--- config.mk ---
export PLATFORM = sky130hd
export DESIGN_NAME = lsu_agu
export DESIGN_NICKNAME = d
export VERILOG_FILES = /design/src/rtl/agu_pkg.sv /design/src/rtl/agu_offset.sv /design/src/rtl/agu_addr.sv /design/src/rtl/agu_store_align.sv /design/src/rtl/agu_load_ext.sv /design/src/rtl/lsu_agu.sv
export SDC_FILE = /design/constraint.sdc
export NUM_CORES = 1
export LEC_CHECK = 0
export ABC_AREA = 1
export BUFFER_PORTS_ARGS = -buffer_cell sky130_fd_sc_hd__buf_4
export CAP_MARGIN = 20
export CORE_MARGIN = 3
export CORE_UTILIZATION = 38
export DETAILED_ROUTE_END_ITERATION = 7
export PLACE_DENSITY = 0.62
export SYNTH_ARGS = -nofsm -noshare
export SYNTH_HDL_FRONTEND = slang
export SYNTH_SLANG_ARGS = --single-unit
--- constraint.sdc ---
create_clock -name clk -period 12.15 [get_ports clk]
set_input_delay 2.43 -clock clk [delete_from_list [all_inputs] [get_ports clk]]
set_output_delay 2.43 -clock clk [all_outputs]
set_load 0.02 [all_outputs]
--- src/rtl/agu_pkg.sv ---
// Shared encodings for the load/store address generation unit.
// Assumes a byte-addressed, little-endian memory.
package agu_pkg;
    typedef enum logic [1:0] {
        IDX_PRE    = 2'd0,
        IDX_PRE_WB = 2'd1,
        IDX_POST   = 2'd2,
        IDX_ALT    = 2'd3
    } idx_mode_e;

    typedef enum logic [1:0] {
        SZ_BYTE = 2'd0,
        SZ_HALF = 2'd1,
        SZ_WORD = 2'd2,
        SZ_WALT = 2'd3
    } acc_size_e;
endpackage

--- src/rtl/agu_offset.sv ---
// Offset former: selects a zero-extended immediate or a register value
// shifted left by 0..XLEN-1 places. Purely combinational, single cycle.
module agu_offset #(
    parameter int XLEN  = 32,
    parameter int IMM_W = 12,
    localparam int SHW  = $clog2(XLEN)
) (
    input  logic [IMM_W-1:0] imm,
    input  logic [XLEN-1:0]  roff,
    input  logic [SHW-1:0]   shamt,
    input  logic             use_reg,
    output logic [XLEN-1:0]  offset
);
    logic [XLEN-1:0] imm_ext;
    logic [XLEN-1:0] shifted;

    // Widen the immediate without sign.
    always_comb imm_ext = {{(XLEN-IMM_W){1'b0}}, imm};

    // Barrel shift of the register offset.
    always_comb shifted = roff << shamt;

    // Pick the offset source.
    always_comb offset = use_reg ? shifted : imm_ext;
endmodule

--- src/rtl/agu_addr.sv ---
// Address and writeback former for the three indexing modes.
// Assumes the unused mode code behaves as plain preindex.
module agu_addr
    import agu_pkg::*;
#(
    parameter int XLEN = 32
) (
    input  logic [XLEN-1:0] base,
    input  logic [XLEN-1:0] offset,
    input  logic            up,
    input  logic [1:0]      mode,
    output logic [XLEN-1:0] addr,
    output logic [XLEN-1:0] wb_val,
    output logic            wb_req
);
    logic [XLEN-1:0] moved;
    idx_mode_e       m;

    // Decode the raw mode field.
    always_comb m = idx_mode_e'(mode);

    // Base moved by the offset, wrapping modulo 2^XLEN.
    always_comb moved = up ? (base + offset) : (base - offset);

    // Memory address and writeback request per mode.
    always_comb begin
        addr   = moved;
        wb_req = 1'b0;
        unique case (m)
            IDX_PRE_WB: wb_req = 1'b1;
            IDX_POST: begin
                addr   = base;
                wb_req = 1'b1;
            end
            default: wb_req = 1'b0;
        endcase
    end

    // Writeback always carries the moved base.
    always_comb wb_val = moved;
endmodule

--- src/rtl/agu_store_align.sv ---
// Store-side alignment: misalignment detection, byte enables and
// replication of store data onto every bus lane. Little-endian.
module agu_store_align
    import agu_pkg::*;
#(
    parameter int XLEN    = 32,
    localparam int NBYTES = XLEN / 8,
    localparam int LSB_W  = $clog2(NBYTES)
) (
    input  logic [LSB_W-1:0]  lsb,
    input  logic [1:0]        size,
    input  logic [XLEN-1:0]   data,
    output logic              misalign,
    output logic [NBYTES-1:0] be,
    output logic [XLEN-1:0]   lanes
);
    localparam logic [NBYTES-1:0] ONE_B = {{(NBYTES-1){1'b0}}, 1'b1};
    localparam logic [NBYTES-1:0] TWO_B = {{(NBYTES-2){1'b0}}, 2'b11};

    acc_size_e       sz;
    logic [XLEN-1:0] rep_b;
    logic [XLEN-1:0] rep_h;

    // Decode the raw size field.
    always_comb sz = acc_size_e'(size);

    // Replicate the low byte and the low halfword across the bus.
    for (genvar i = 0; i < NBYTES; i++) begin : g_byte_rep
        assign rep_b[8*i +: 8] = data[7:0];
    end
    for (genvar j = 0; j < NBYTES/2; j++) begin : g_half_rep
        assign rep_h[16*j +: 16] = data[15:0];
    end

    // Natural-alignment test for the requested size.
    always_comb begin
        unique case (sz)
            SZ_BYTE: misalign = 1'b0;
            SZ_HALF: misalign = lsb[0];
            default: misalign = |lsb;
        endcase
    end

    // Byte enables, suppressed for a misaligned access.
    always_comb begin
        unique case (sz)
            SZ_BYTE: be = ONE_B << lsb;
            SZ_HALF: be = TWO_B << {lsb[LSB_W-1:1], 1'b0};
            default: be = {NBYTES{1'b1}};
        endcase
        if (misalign) be = '0;
    end

    // Lane data per size.
    always_comb begin
        unique case (sz)
            SZ_BYTE: lanes = rep_b;
            SZ_HALF: lanes = rep_h;
            default: lanes = data;
        endcase
    end
endmodule

--- src/rtl/agu_load_ext.sv ---
// Load-side alignment: picks the addressed byte or halfword from the
// returned bus word and extends it to XLEN bits. Little-endian.
module agu_load_ext
    import agu_pkg::*;
#(
    parameter int XLEN    = 32,
    localparam int NBYTES = XLEN / 8,
    localparam int LSB_W  = $clog2(NBYTES)
) (
    input  logic [LSB_W-1:0] lsb,
    input  logic [1:0]       size,
    input  logic             sext,
    input  logic [XLEN-1:0]  rdata,
    output logic [XLEN-1:0]  value
);
    acc_size_e       sz;
    logic [XLEN-1:0] b_shift;
    logic [XLEN-1:0] h_shift;
    logic [7:0]      b_pick;
    logic [15:0]     h_pick;

    // Decode the raw size field.
    always_comb sz = acc_size_e'(size);

    // Move the addressed lane down to bit 0.
    always_comb begin
        b_shift = rdata >> {lsb, 3'b000};
        h_shift = rdata >> {lsb[LSB_W-1:1], 4'b0000};
        b_pick  = b_shift[7:0];
        h_pick  = h_shift[15:0];
    end

    // Extend the picked item to full width.
    always_comb begin
        unique case (sz)
            SZ_BYTE: value = {{(XLEN-8){sext & b_pick[7]}}, b_pick};
            SZ_HALF: value = {{(XLEN-16){sext & h_pick[15]}}, h_pick};
            default: value = rdata;
        endcase
    end

    // A zero-extended byte load never carries upper bits.
    always_comb begin
        if (sz == SZ_BYTE && !sext) begin
            assert_zext_byte_R7: assert (value[XLEN-1:8] == '0);
        end
    end
endmodule

--- src/rtl/lsu_agu.sv ---
// Top of the load/store address generation unit. Forms the offset,
// address and writeback combinationally, registers them on an accepted
// request, and extends load data from the registered access.
// Assumes a synchronous active-low reset and little-endian memory.
module lsu_agu
    import agu_pkg::*;
#(
    parameter int XLEN    = 32,
    parameter int IMM_W   = 12,
    localparam int NBYTES = XLEN / 8,
    localparam int LSB_W  = $clog2(NBYTES),
    localparam int SHW    = $clog2(XLEN)
) (
    input  logic              clk,
    input  logic              rst_n,
    input  logic              req_valid,
    input  logic [XLEN-1:0]   base_val,
    input  logic [IMM_W-1:0]  imm_off,
    input  logic [XLEN-1:0]   reg_off,
    input  logic [SHW-1:0]    shift_amt,
    input  logic              off_is_reg,
    input  logic              off_up,
    input  logic [1:0]        idx_mode,
    input  logic [1:0]        acc_size,
    input  logic              ld_signed,
    input  logic [XLEN-1:0]   st_data,
    input  logic [XLEN-1:0]   ld_rdata,
    output logic              out_valid,
    output logic [XLEN-1:0]   eff_addr,
    output logic [XLEN-1:0]   wb_value,
    output logic              wb_en,
    output logic              misalign,
    output logic [NBYTES-1:0] byte_en,
    output logic [XLEN-1:0]   st_lanes,
    output logic [XLEN-1:0]   ld_value
);
    logic [XLEN-1:0]   offset_c;
    logic [XLEN-1:0]   addr_c;
    logic [XLEN-1:0]   wbv_c;
    logic              wbreq_c;
    logic              mis_c;
    logic [NBYTES-1:0] be_c;
    logic [XLEN-1:0]   lanes_c;
    logic [1:0]        size_q;
    logic              sext_q;

    agu_offset #(.XLEN(XLEN), .IMM_W(IMM_W)) u_off (
        .imm     (imm_off),
        .roff    (reg_off),
        .shamt   (shift_amt),
        .use_reg (off_is_reg),
        .offset  (offset_c)
    );

    agu_addr #(.XLEN(XLEN)) u_addr (
        .base   (base_val),
        .offset (offset_c),
        .up     (off_up),
        .mode   (idx_mode),
        .addr   (addr_c),
        .wb_val (wbv_c),
        .wb_req (wbreq_c)
    );

    agu_store_align #(.XLEN(XLEN)) u_st (
        .lsb      (addr_c[LSB_W-1:0]),
        .size     (acc_size),
        .data     (st_data),
        .misalign (mis_c),
        .be       (be_c),
        .lanes    (lanes_c)
    );

    // Register stage: capture results of an accepted request.
    always_ff @(posedge clk) begin
        if (!rst_n) begin
            out_valid <= 1'b0;
            wb_en     <= 1'b0;
            eff_addr  <= '0;
            wb_value  <= '0;
            misalign  <= 1'b0;
            byte_en   <= '0;
            st_lanes  <= '0;
            size_q    <= SZ_WORD;
            sext_q    <= 1'b0;
        end else begin
            out_valid <= req_valid;
            wb_en     <= req_valid & wbreq_c;
            if (req_valid) begin
                eff_addr <= addr_c;
                wb_value <= wbv_c;
                misalign <= mis_c;
                byte_en  <= be_c;
                st_lanes <= lanes_c;
                size_q   <= acc_size;
                sext_q   <= ld_signed;
            end
        end
    end

    agu_load_ext #(.XLEN(XLEN)) u_ld (
        .lsb   (eff_addr[LSB_W-1:0]),
        .size  (size_q),
        .sext  (sext_q),
        .rdata (ld_rdata),
        .value (ld_value)
    );

    // Plain preindex and the spare code never request writeback.
    assert_no_wb_pre_R1: assert property (@(posedge clk) disable iff (!rst_n)
        $past(req_valid) && ($past(idx_mode) == 2'd0 || $past(idx_mode) == 2'd3)
        |-> !wb_en);

    // Preindex with writeback returns the accessed address.
    assert_wb_is_addr_R2: assert property (@(posedge clk) disable iff (!rst_n)
        $past(req_valid) && $past(idx_mode) == 2'd1 |-> wb_en && wb_value == eff_addr);

    // Postindex accesses the untouched base.
    assert_post_base_R3: assert property (@(posedge clk) disable iff (!rst_n)
        $past(req_valid) && $past(idx_mode) == 2'd2 |-> eff_addr == $past(base_val));

    // An aligned word really sits on a word boundary.
    assert_word_align_R5: assert property (@(posedge clk) disable iff (!rst_n)
        out_valid && size_q[1] && !misalign |-> eff_addr[LSB_W-1:0] == '0);

    // An aligned byte store enables exactly one lane.
    assert_byte_one_lane_R6: assert property (@(posedge clk) disable iff (!rst_n)
        out_valid && size_q == 2'd0 |-> $countones(byte_en) == 1);

    // An idle cycle leaves no valid result and keeps the address.
    assert_idle_hold_R9: assert property (@(posedge clk) disable iff (!rst_n)
        !$past(req_valid) |-> !out_valid && !wb_en && $stable(eff_addr));
endmodule

==> results of run 1 <==
critical path, cell delays in order:
cell and delay [ps]:
buf_4 220, inv_8 230, nand2_1 100, a21oi_1 320, nand3_1 110, o21ai_0 320
nor2_1 120, nand2_1 150, nor2_4 70, inv_2 120, nand2_1 80, xor2_1 260
inv_1 70, ha_1 380, nand2_1 120, o21ai_0 320, a21oi_1 200, o21ai_1 420
a21boi_0 300, o211ai_1 320, nand3_1 130, o211ai_1 110, inv_1 50
kinds of logic (layout without fill, tap and decap cells):
| logic type | Yosys count | after routing | synth area share |
|---|---|---|---|
| multiplexers | 8 | 8 | 0.00860 |
| flip-flops | 106 | 106 | 0.228 |
| AND/OR/NAND/NOR | 815 | 815 | 0.389 |
| buffers and inverters | 215 | 445 | 0.0972 |
| XOR/XNOR | 52 | 52 | 0.0489 |
| adder cells (fa/ha/maj) | 36 | 36 | 0.0492 |
| AO/OA/AOI/OAI | 281 | 281 | 0.180 |
power breakdown:
part	internal [mW]	switching, mW
logic	0.235	0.390
registers	0.385	0.0236
clock network	0.162	0.142
total	0.781	0.555
area by class of cell:
type                       count  area share
sequential                   106       0.179
timing repair buffer         297       0.190
tap                          319      0.0336
inverter                     132      0.0424
clock buffer                   9      0.0190
clock inverter                 7     0.00654
multi-input combinational   1192       0.530
synthesized netlist by cell type (all sizes together), types with 24 or more instances:
cell | count | area share
buf | 29 | 0.021
o211ai | 52 | 0.042
dfxtp | 106 | 0.23
nor2 | 123 | 0.056
inv | 130 | 0.053
nand2 | 432 | 0.18
nand3 | 237 | 0.14
o21ai | 83 | 0.047
ha | 35 | 0.047
xor2 | 24 | 0.023
a21oi | 99 | 0.054
xnor2 | 28 | 0.026
clkbuf | 54 | 0.022
sequential cells by signal, summed over array words and instances, names as in the netlist:
name       cells
eff_addr      32
size_q         2
byte_en        4
out_valid      1
misalign       1
sext_q         1
wb_value      32
st_lanes      32
wb_en          1
per-stage QoR:
stage / setup WS [ps] / std cells
after global routing: 4920 / 2062
final: 5440 / 2062
after detailed placement: 5190 / 2045
after floorplan: 5990 / 1513
after CTS: 5560 / 2061
after global placement: 5190 / 2044
worst min path at each step:
stage | start | slack, ps | cells after the start | endpoint
finish | st_lanes[23] | 470 | 2 | st_lanes[23]
global route | st_lanes[3] | 480 | 2 | st_lanes[3]
CTS | st_lanes[1] | 460 | 2 | st_lanes[1]
detailed placement | st_lanes[1] | 450 | 2 | st_lanes[1]
global placement | st_lanes[0] | 450 | 2 | st_lanes[0]
floorplan | sext_q | 450 | 2 | sext_q
per-layer routing:
metal,share of wire,global-route usage,up-vias
li1,-,-,5511
met1,0.43,0.347,4954
met2,0.47,0.446,445
met3,0.070,0.0346,43
met4,0.021,0.0615,0
met5,0,0,-
==> results_dict.tcl, run 1 <==
set metrics [dict create \
    grt_first_pass_wirelength_um 55300 \
    setup-tns-final_ps 0 \
    place.gp.congestion 0.965 \
    period_share 0.552 \
    share_of_cells_above_drive_strength_1 0.217 \
    num_vias 11000 \
    required_ps 12410 \
    multi_input_comb_area_mm2 0.00629 \
    netlist_area_mm2 0.00931 \
    initial_cell_density_of_the_core 0.392 \
    r2r_setup_slack_ps 10970 \
    routedWlPerCell_um 17.4 \
    width_of_the_die_um 163 \
    drc 0 \
    io_buffers 289 \
    ys.flop_type "dfxtp_1" \
    synth-edff-count 0 \
    cts_setup_buffers 0 \
    timing.slew.headroom 0.405 \
    whs_ps 466 \
    run_status "complete, no violations" \
    tightestPinTransition_ps 891 \
    grt_antenna_before_repair 0 \
    cap_violations 0 \
    layout.cells.most_common "nand2_1" \
    clock_pin_slew_reported_for_the_worst_setup_and_hold_paths_after_clock_tree_synthesis_ps 80 \
    final.setup_skew_ps 0 \
    cellLeakagePower_nw 6.01 \
    timing_worst_setup_path_type "primary input to flip-flop" \
    grt_remaining_overflow 0 \
    ctsHoldBuffers 0 \
    grt_use_total 0.260 \
    vias_per_cell 5.31 \
    ys_ff_latch 106 \
    clock_sink_count 106 \
    synth_fp_nets 1704 \
    post_cts_resize_count 0 \
    layout.core_utilization 0.499 \
    detailedRoute.firstIterationViolations 918 \
    post-route-cell-area_mm2 0.0119 \
    max_clock_freq_mhz 149 \
    r2r_start "eff_addr[1]" \
    synth_area_per_cell_um2 6.15 \
    wirelength_um 35900 \
    report.final.slew_viol_count 0 \
    clock_tree.htree_level_count 3 \
    register_area_mm2 0.00212 \
    die-height_um 163 \
    worstSkewPairLatency_ps 350 \
    final_cell_mix "nand2_1, buf_4, nand3_1, inv_1, nor2_1" \
    crit_fanout 34 \
    io_pins 290 \
    cts_buffer_depth 2 \
    cts_made_buffers 9 \
    largest_net_degree_at_the_start_of_global_routing 69 \
    std_cell_rows 56 \
    fin_nets 1929 \
    dp_hpwl_um 28600 \
    clockRootBuffer "clkbuf_16" \
    vdd_drop_max_uv 65.1 \
    reg2regPathDepth 2 \
    setup_failing_eps_final 0 \
    totalPowerFinal_mw 1.34 \
    wp_data_arrival_ps 6960 \
    critical_path.startpoint "shift_amt[0]" \
    netlist-cell-type-count 51 \
    layout_area_growth_over_synthesis_pct 27.4 \
    synth.yosys.seq_area_share 0.228 \
    synth-warning-count 0 \
    floorplan_die_area_mm2 0.0264 \
    cts_tree "done" \
    async_reset_ff_frac 0 \
    drt_pre_antenna_iters 6 \
    critical_path.endpoint "wb_value[22]" \
    core_region_area_mm2 0.0238 \
    ant_nets 0 \
    timing.rr.end "eff_addr[1]" \
    timing.final.hold_violations 0 \
    synthCells 1513 \
    first_global_vias 10200 \
    placed_area_mm2 0.0115 \
    min_path_type "flip-flop to flip-flop" \
    grt_setup_unrepaired "false" \
    cp-start-kind "primary input" \
    diodes 0 \
    power_density_over_cell_area_mw_per_mm2 113 \
    fill_cells 2536 \
    critical_path.endpoint_type "flip-flop" \
    min_period_ps 6710 \
]
Power figures use the tool's default switching activity.
==> inputs of run 2 (changes only) <==
- ABC_AREA: 1 -> 0
- PLACE_DENSITY: 0.62 -> 0.64
- clock period: 12.15 -> 6.1 ns (I/O delays scaled with it)
==> run 2 against run 1 <==
Clock power grew 96%. Highest routed layer is now met5. Critical path type unchanged. Cell count down 9.3%. Register-to-register slack worse by 5900 ps. Global-route usage fell by 0.34 points. Die area is 5.6% higher. Largest cell class unchanged. Design area is 11% higher. Sequential share of layout area fell by 1.8 points. Largest power group unchanged. Routed wire length up 4.3%. Sequential cell count did not move.
==> results_dict.tcl, run 2 <==
set metrics [dict create \
    cellLeakagePower_nw 6.11 \
    route.layer.met1.wl_um 15200 \
    clock_tree.htree_level_count 3 \
    timing_worst_setup_path_type "primary input to flip-flop" \
    width_of_the_die_um 167 \
    largest_net_degree_at_the_start_of_global_routing 76 \
    power_density_over_cell_area_mw_per_mm2 218 \
    fill_cells 2459 \
    grt_use_total 0.257 \
    grt_antenna_before_repair 1 \
    vdd_drop_max_uv 147 \
    power.share.combinational 0.507 \
    initial_cell_density_of_the_core 0.389 \
    power.clock.fraction 0.207 \
    synth.yosys.seq_area_share 0.215 \
    clock_pin_slew_reported_for_the_worst_setup_and_hold_paths_after_clock_tree_synthesis_ps 80 \
    io_buffers 289 \
    drt_pre_antenna_iters 6 \
    power_report.internal_total_mw 1.73 \
    share_seq_of_total_power 0.287 \
    cap_violations 0 \
    floorplan_die_area_mm2 0.0279 \
    setup-tns-final_ps 0 \
    final_cell_mix "buf_4, nor2_1, mux2i_1, dfxtp_1, nand2_1" \
    grt_first_pass_wirelength_um 58300 \
    ys_ff_latch 106 \
    synth-xor-area-share 0.0515 \
    first_global_vias 10200 \
    synth_mux_area_frac 0.213 \
    place.gp.congestion 0.948 \
    core_region_area_mm2 0.0253 \
    timing.slew.headroom 0.391 \
    post-place-ws_ps -50.3 \
    grt_setup_unrepaired "false" \
    detailedRoute.firstIterationViolations 838 \
    post-synth-top-area-cell "dfxtp_1" \
    share_of_cells_above_drive_strength_1 0.325 \
    ys_top_cells_by_count "nor2_1, mux2i_1, dfxtp_1" \
    vias_per_cell 5.66 \
    sw_pwr_mw 1.14 \
    netlist_area_mm2 0.00986 \
    max_clock_freq_mhz 173 \
    min_period_ps 5780 \
    routedWlPerCell_um 20.0 \
    largestRegisters "eff_addr: 32 flops, st_lanes: 32 flops, wb_value: 32 flops" \
    synth_fp_nets 1399 \
    synth-edff-count 0 \
    std_cell_rows 58 \
    clockRootBuffer "clkbuf_16" \
    ctsHoldBuffers 0 \
    crit_fanout 15 \
    cp-start-kind "primary input" \
    run_status "complete, no violations" \
    synthTopCellsByArea "dfxtp_1, mux2i_1, mux4_2, nor2_1, ha_1" \
    tightestPinTransition_ps 913 \
    timing.final.hold_violations 0 \
    synthMostInstantiatedCell "nor2_1" \
    power.switching_fraction 0.397 \
    io_pins 290 \
    period_share 0.947 \
    min_path_type "flip-flop to flip-flop" \
    num_vias 10600 \
    routed-wl-met3_um 2290 \
    ant_nets 0 \
    layout.cells.most_common "buf_4" \
    clock_sink_count 106 \
    report.final.slew_viol_count 0 \
    netlist-cell-type-count 81 \
    synth-warning-count 0 \
    cts_buffer_depth 2 \
    synth_top_family_by_area "compound AO/OA/AOI/OAI gates" \
    cts_tree "done" \
    synth_area_per_cell_um2 8.16 \
    async_reset_ff_frac 0 \
    area_fraction_of_the_dominant_cell_type_after_synthesis 0.215 \
    die-height_um 167 \
    synth_simple_gate_area_frac 0.173 \
    required_ps 6390 \
    ys.flop_type "dfxtp_1" \
    worstSkewPairLatency_ps 350 \
    synth-adder-area-share 0.0465 \
    setup_failing_eps_final 0 \
    wp_data_arrival_ps 6070 \
    setup_slack_ps 322 \
    met2_wirelength_um 19000 \
    cts_made_buffers 9 \
    maxUsedRoutingLayer "met5" \
    synthCells 1208 \
    diodes 0 \
    fin_nets 1726 \
    critical_path.endpoint_type "flip-flop" \
    final.setup_skew_ps 0 \
    layout_area_growth_over_synthesis_pct 34.0 \
    drc 0 \
    dp_hpwl_um 30400 \
    synth-compound-area-share 0.244 \
    grt_remaining_overflow 0 \
    wirelength_um 37400 \
]
## run 2: cell types whose count changed in the layout (fill, tap and decap cells not counted), sizes merged, moves of 46 or more
cell    delta
inv      -107
mux2i    +102
o211ai    -46
nand3    -219
buf      +111
nand2    -336
## run 2: area by class of cell
cell class	count	area, µm²	share of cell area
Tap cell	330	413	0.0313
Sequential cell	106	2120	0.161
Inverter	21	78.8	0.00597
Clock inverter	7	81.3	0.00616
Clock buffer	9	225	0.0171
Multi-Input combinational cell	989	7180	0.543
Timing Repair Buffer	408	3110	0.235
## run 2: logic make-up (layout without fill, tap and decap cells)
kind of cell,Yosys count,in the layout
AOI/OAI and AO/OA,362,362
muxes,168,168
DFF,106,106
xor gates and xnor gates,58,58
adders and majority gates,36,36
buffers and inverters,113,445
and+or+nand+nor,365,365
## run 2: timing repair
action,CTS,global route
endpoints found under the setup margin,0,4
gates resized for setup,0,1
setup buffers,0,1
## run 2: critical path, stage by stage
cell	delay [ps]
buf_4	200
buf_4	190
buf_4	140
buf_4	260
mux2_2	400
a222oi_1	420
mux2_2	230
o21ai_0	100
o31ai_1	310
and4_1	230
and4_4	250
nor2_1	50
xor2_1	160
ha_1	400
nand2_1	130
o21ai_0	320
mux2_2	380
a311oi_1	360
and3_1	220
a31o_2	90
## run 2: stage by stage
step                      instance area, µm²  utilization  power (mW)  hold slack (ps)  instances
after CTS                              13200        0.520        2.88              476       1868
after detailed placement               12900        0.508        2.29              465       1852
final                                  13200        0.521        2.87              477       1870
after floorplan                         9860            -        1.69              462       1208
after global routing                   13200        0.521        3.05              487       1870
after global placement                 12900        0.507        2.28              450       1851
## run 2: per-layer routing
metal  vias up  track usage
met5         -            0
li1       5122            -
met2       408        0.469
met1      4994        0.315
met4         2       0.0685
met3        57       0.0363
## run 2: final timing paths
kind | endpoint | start | slack (ps) | cells past startpoint
worst max-delay path | wb_value[29] | shift_amt[0] | 320 | 20
worst min-delay path | byte_en[2] | byte_en[2] | 480 | 2
worst max register to register | eff_addr[1] | eff_addr[1] | 5060 | 2
worst min register to register | byte_en[2] | byte_en[2] | 480 | 2
## run 2: power by group through the flow
stage | logic, mW | registers [mW] | clock network (mW)
after global routing | 1.58 | 0.834 | 0.634
after global placement | 1.44 | 0.839 | 0
after CTS | 1.45 | 0.826 | 0.605
after detailed placement | 1.44 | 0.842 | 0
final | 1.46 | 0.824 | 0.594
after floorplan | 0.764 | 0.923 | 0
==> inputs of run 3 (changes only) <==
- ABC_AREA: 0 -> 1
- CTS_CLUSTER_SIZE: unset -> 28
- PLACE_DENSITY: 0.64 -> 0.65
==> run 3 against run 2 <==
Setup slack improved by 340 ps. Largest power group unchanged. Maximum frequency increased by 6.3%. Design area decreased by 10%.
==> results_dict.tcl, run 3 (synthesis results as in run 1) <==
set metrics [dict create \
    initial_cell_density_of_the_core 0.392 \
    power.switching_fraction 0.414 \
    power_density_over_cell_area_mw_per_mm2 224 \
    largestRegisters "eff_addr: 32 flops, st_lanes: 32 flops, wb_value: 32 flops" \
    tightestPinTransition_ps 914 \
    min_period_ps 5430 \
    place.gp.congestion 0.977 \
    detailedRoute.firstIterationViolations 1103 \
    hold_depth 2 \
    clock_pin_slew_reported_for_the_worst_setup_and_hold_paths_after_clock_tree_synthesis_ps 70 \
    fin_nets 1931 \
    crit_fanout 16 \
    io_pins 290 \
    power.share.combinational 0.469 \
    setup-tns-final_ps 0 \
    max_clock_freq_mhz 184 \
    placed_cells 2046 \
    clockRootBuffer "clkbuf_16" \
    cp_common_cell "nand2_1" \
    largest_net_degree_at_the_start_of_global_routing 73 \
    grt_first_pass_wirelength_um 55700 \
    first_global_vias 10500 \
    worstSkewPairLatency_ps 340 \
    r2r_start "eff_addr[1]" \
    io_buffers 289 \
    setup_failing_eps_final 0 \
    post-route-cell-area_mm2 0.0119 \
    grt_antenna_before_repair 0 \
    grt_setup_unrepaired "false" \
    drc 0 \
    timing.critical_path.buf_inv 4 \
    diodes 0 \
    critical_path.endpoint_type "flip-flop" \
    share_of_cells_above_drive_strength_1 0.218 \
    fin_cells 2064 \
    vias_per_cell 5.35 \
    vdd_drop_max_uv 156 \
    timing.slew.headroom 0.390 \
    timing_worst_setup_path_type "primary input to flip-flop" \
    clock_tree.htree_level_count 3 \
    cts_made_buffers 9 \
    holdCritStartpoint "st_lanes[0]" \
    whs_ps 467 \
    cts_tree "done" \
    ctsHoldBuffers 0 \
    critPathSlowestCell "nor2_2" \
    critical-path-max-stage-delay_ps 620 \
    cp-start-kind "primary input" \
    post-place-ws_ps 387 \
    placed_area_mm2 0.0115 \
    core_region_area_mm2 0.0238 \
    post_cts_resize_count 0 \
    power_report.internal_total_mw 1.56 \
    fill_cells 2552 \
    routedWlPerCell_um 17.2 \
    r2r_setup_slack_ps 4910 \
    report.final.slew_viol_count 0 \
    required_ps 6300 \
    timing.hold.worst_endpoint "st_lanes[0]" \
    cellLeakagePower_nw 6.03 \
    multi_input_comb_area_mm2 0.00629 \
    final_cell_mix "nand2_1, buf_4, nand3_1, inv_1, nor2_1" \
    power.clock.fraction 0.225 \
    drt_pre_antenna_iters 5 \
    sw_pwr_mw 1.10 \
    path_cells "buf_4 -> inv_1 -> nor2_2 -> inv_1 -> o21ai_0 -> nor2_1 -> nand2_1 -> nand2_1 -> xor2_1 -> inv_1 -> ha_1 -> nand3_1 -> nand2_1 -> a21boi_1 -> o21ai_0 -> a21oi_1 -> o21ai_1 -> a21boi_0 -> o211ai_1 -> nand3_1 -> nand2_1 -> a21oi_1" \
    wp_data_arrival_ps 5630 \
    setup_slack_ps 666 \
    timing.final.hold_violations 0 \
    reg2regPathDepth 2 \
    wirelength_um 35600 \
    share_seq_of_total_power 0.306 \
    min_path_type "flip-flop to flip-flop" \
    floorplan_die_area_mm2 0.0264 \
    grt_use_total 0.259 \
    cts_setup_buffers 0 \
    timing.rr.end "eff_addr[1]" \
    worst_path_dominant_cell_family "compound AO/OA/AOI/OAI gates" \
    cts_buffer_depth 2 \
    ant_nets 0 \
    run_status "complete, no violations" \
    layout.cells.most_common "nand2_1" \
    register_area_mm2 0.00212 \
    grt_remaining_overflow 0 \
    std_cell_rows 56 \
    clock_sink_count 106 \
    num_vias 11100 \
    final.setup_skew_ps 0 \
    dp_hpwl_um 28300 \
    period_share 0.891 \
    die-height_um 163 \
    layout_area_growth_over_synthesis_pct 27.6 \
    width_of_the_die_um 163 \
    cap_violations 0 \
]
## run 3: metal layers
layer / vias up / share of wire / GRT usage
li1: 5509 / - / -
met1: 5060 / 0.44 / 0.349
met5: - / 0 / 0
met2: 426 / 0.46 / 0.433
met4: 0 / 0.025 / 0.0700
met3: 55 / 0.065 / 0.0399
## run 3: layout make-up
class | instances | share of cell area
inverters | 132 | 0.0423
flip-flops and latches | 106 | 0.179
well taps | 319 | 0.0336
clock inverters | 7 | 0.00653
repair buffers | 299 | 0.191
multi-input cells | 1192 | 0.529
clock buffers | 9 | 0.0190
## run 3: how the worst max path moves through the flow
| stage | from | endpoint | slack [ps] | cells after the start |
|---|---|---|---|---|
| floorplan | shift_amt[1] | wb_value[26] | 1460 | 32 |
| global placement | shift_amt[0] | eff_addr[22] | 410 | 23 |
| detailed placement | shift_amt[0] | eff_addr[22] | 390 | 23 |
| CTS | shift_amt[0] | eff_addr[22] | 750 | 23 |
| global route | shift_amt[2] | wb_value[26] | 170 | 31 |
| finish | off_is_reg | eff_addr[22] | 670 | 22 |
## run 3: worst min-delay path: stages, from the launching register on
cell and delay, ps:
dfxtp_1 310, nand2_1 60, a21oi_1 50
## run 3: power groups by stage
stage | clock [mW] | combinational, mW | sequential, mW
6_report | 0.598 | 1.25 | 0.815
5_1_grt | 0.636 | 1.38 | 0.823
4_1_cts | 0.614 | 1.24 | 0.817
3_5_place_dp | 0 | 1.23 | 0.832
3_3_place_gp | 0 | 1.23 | 0.831
2_1_floorplan | 0 | 0.706 | 0.905
## run 3: through the flow
step | util | total power [mW]
after global placement | 0.486 | 2.06
after global routing | 0.500 | 2.84
final | 0.500 | 2.66
after floorplan | - | 1.61
after detailed placement | 0.486 | 2.06
after CTS | 0.499 | 2.67
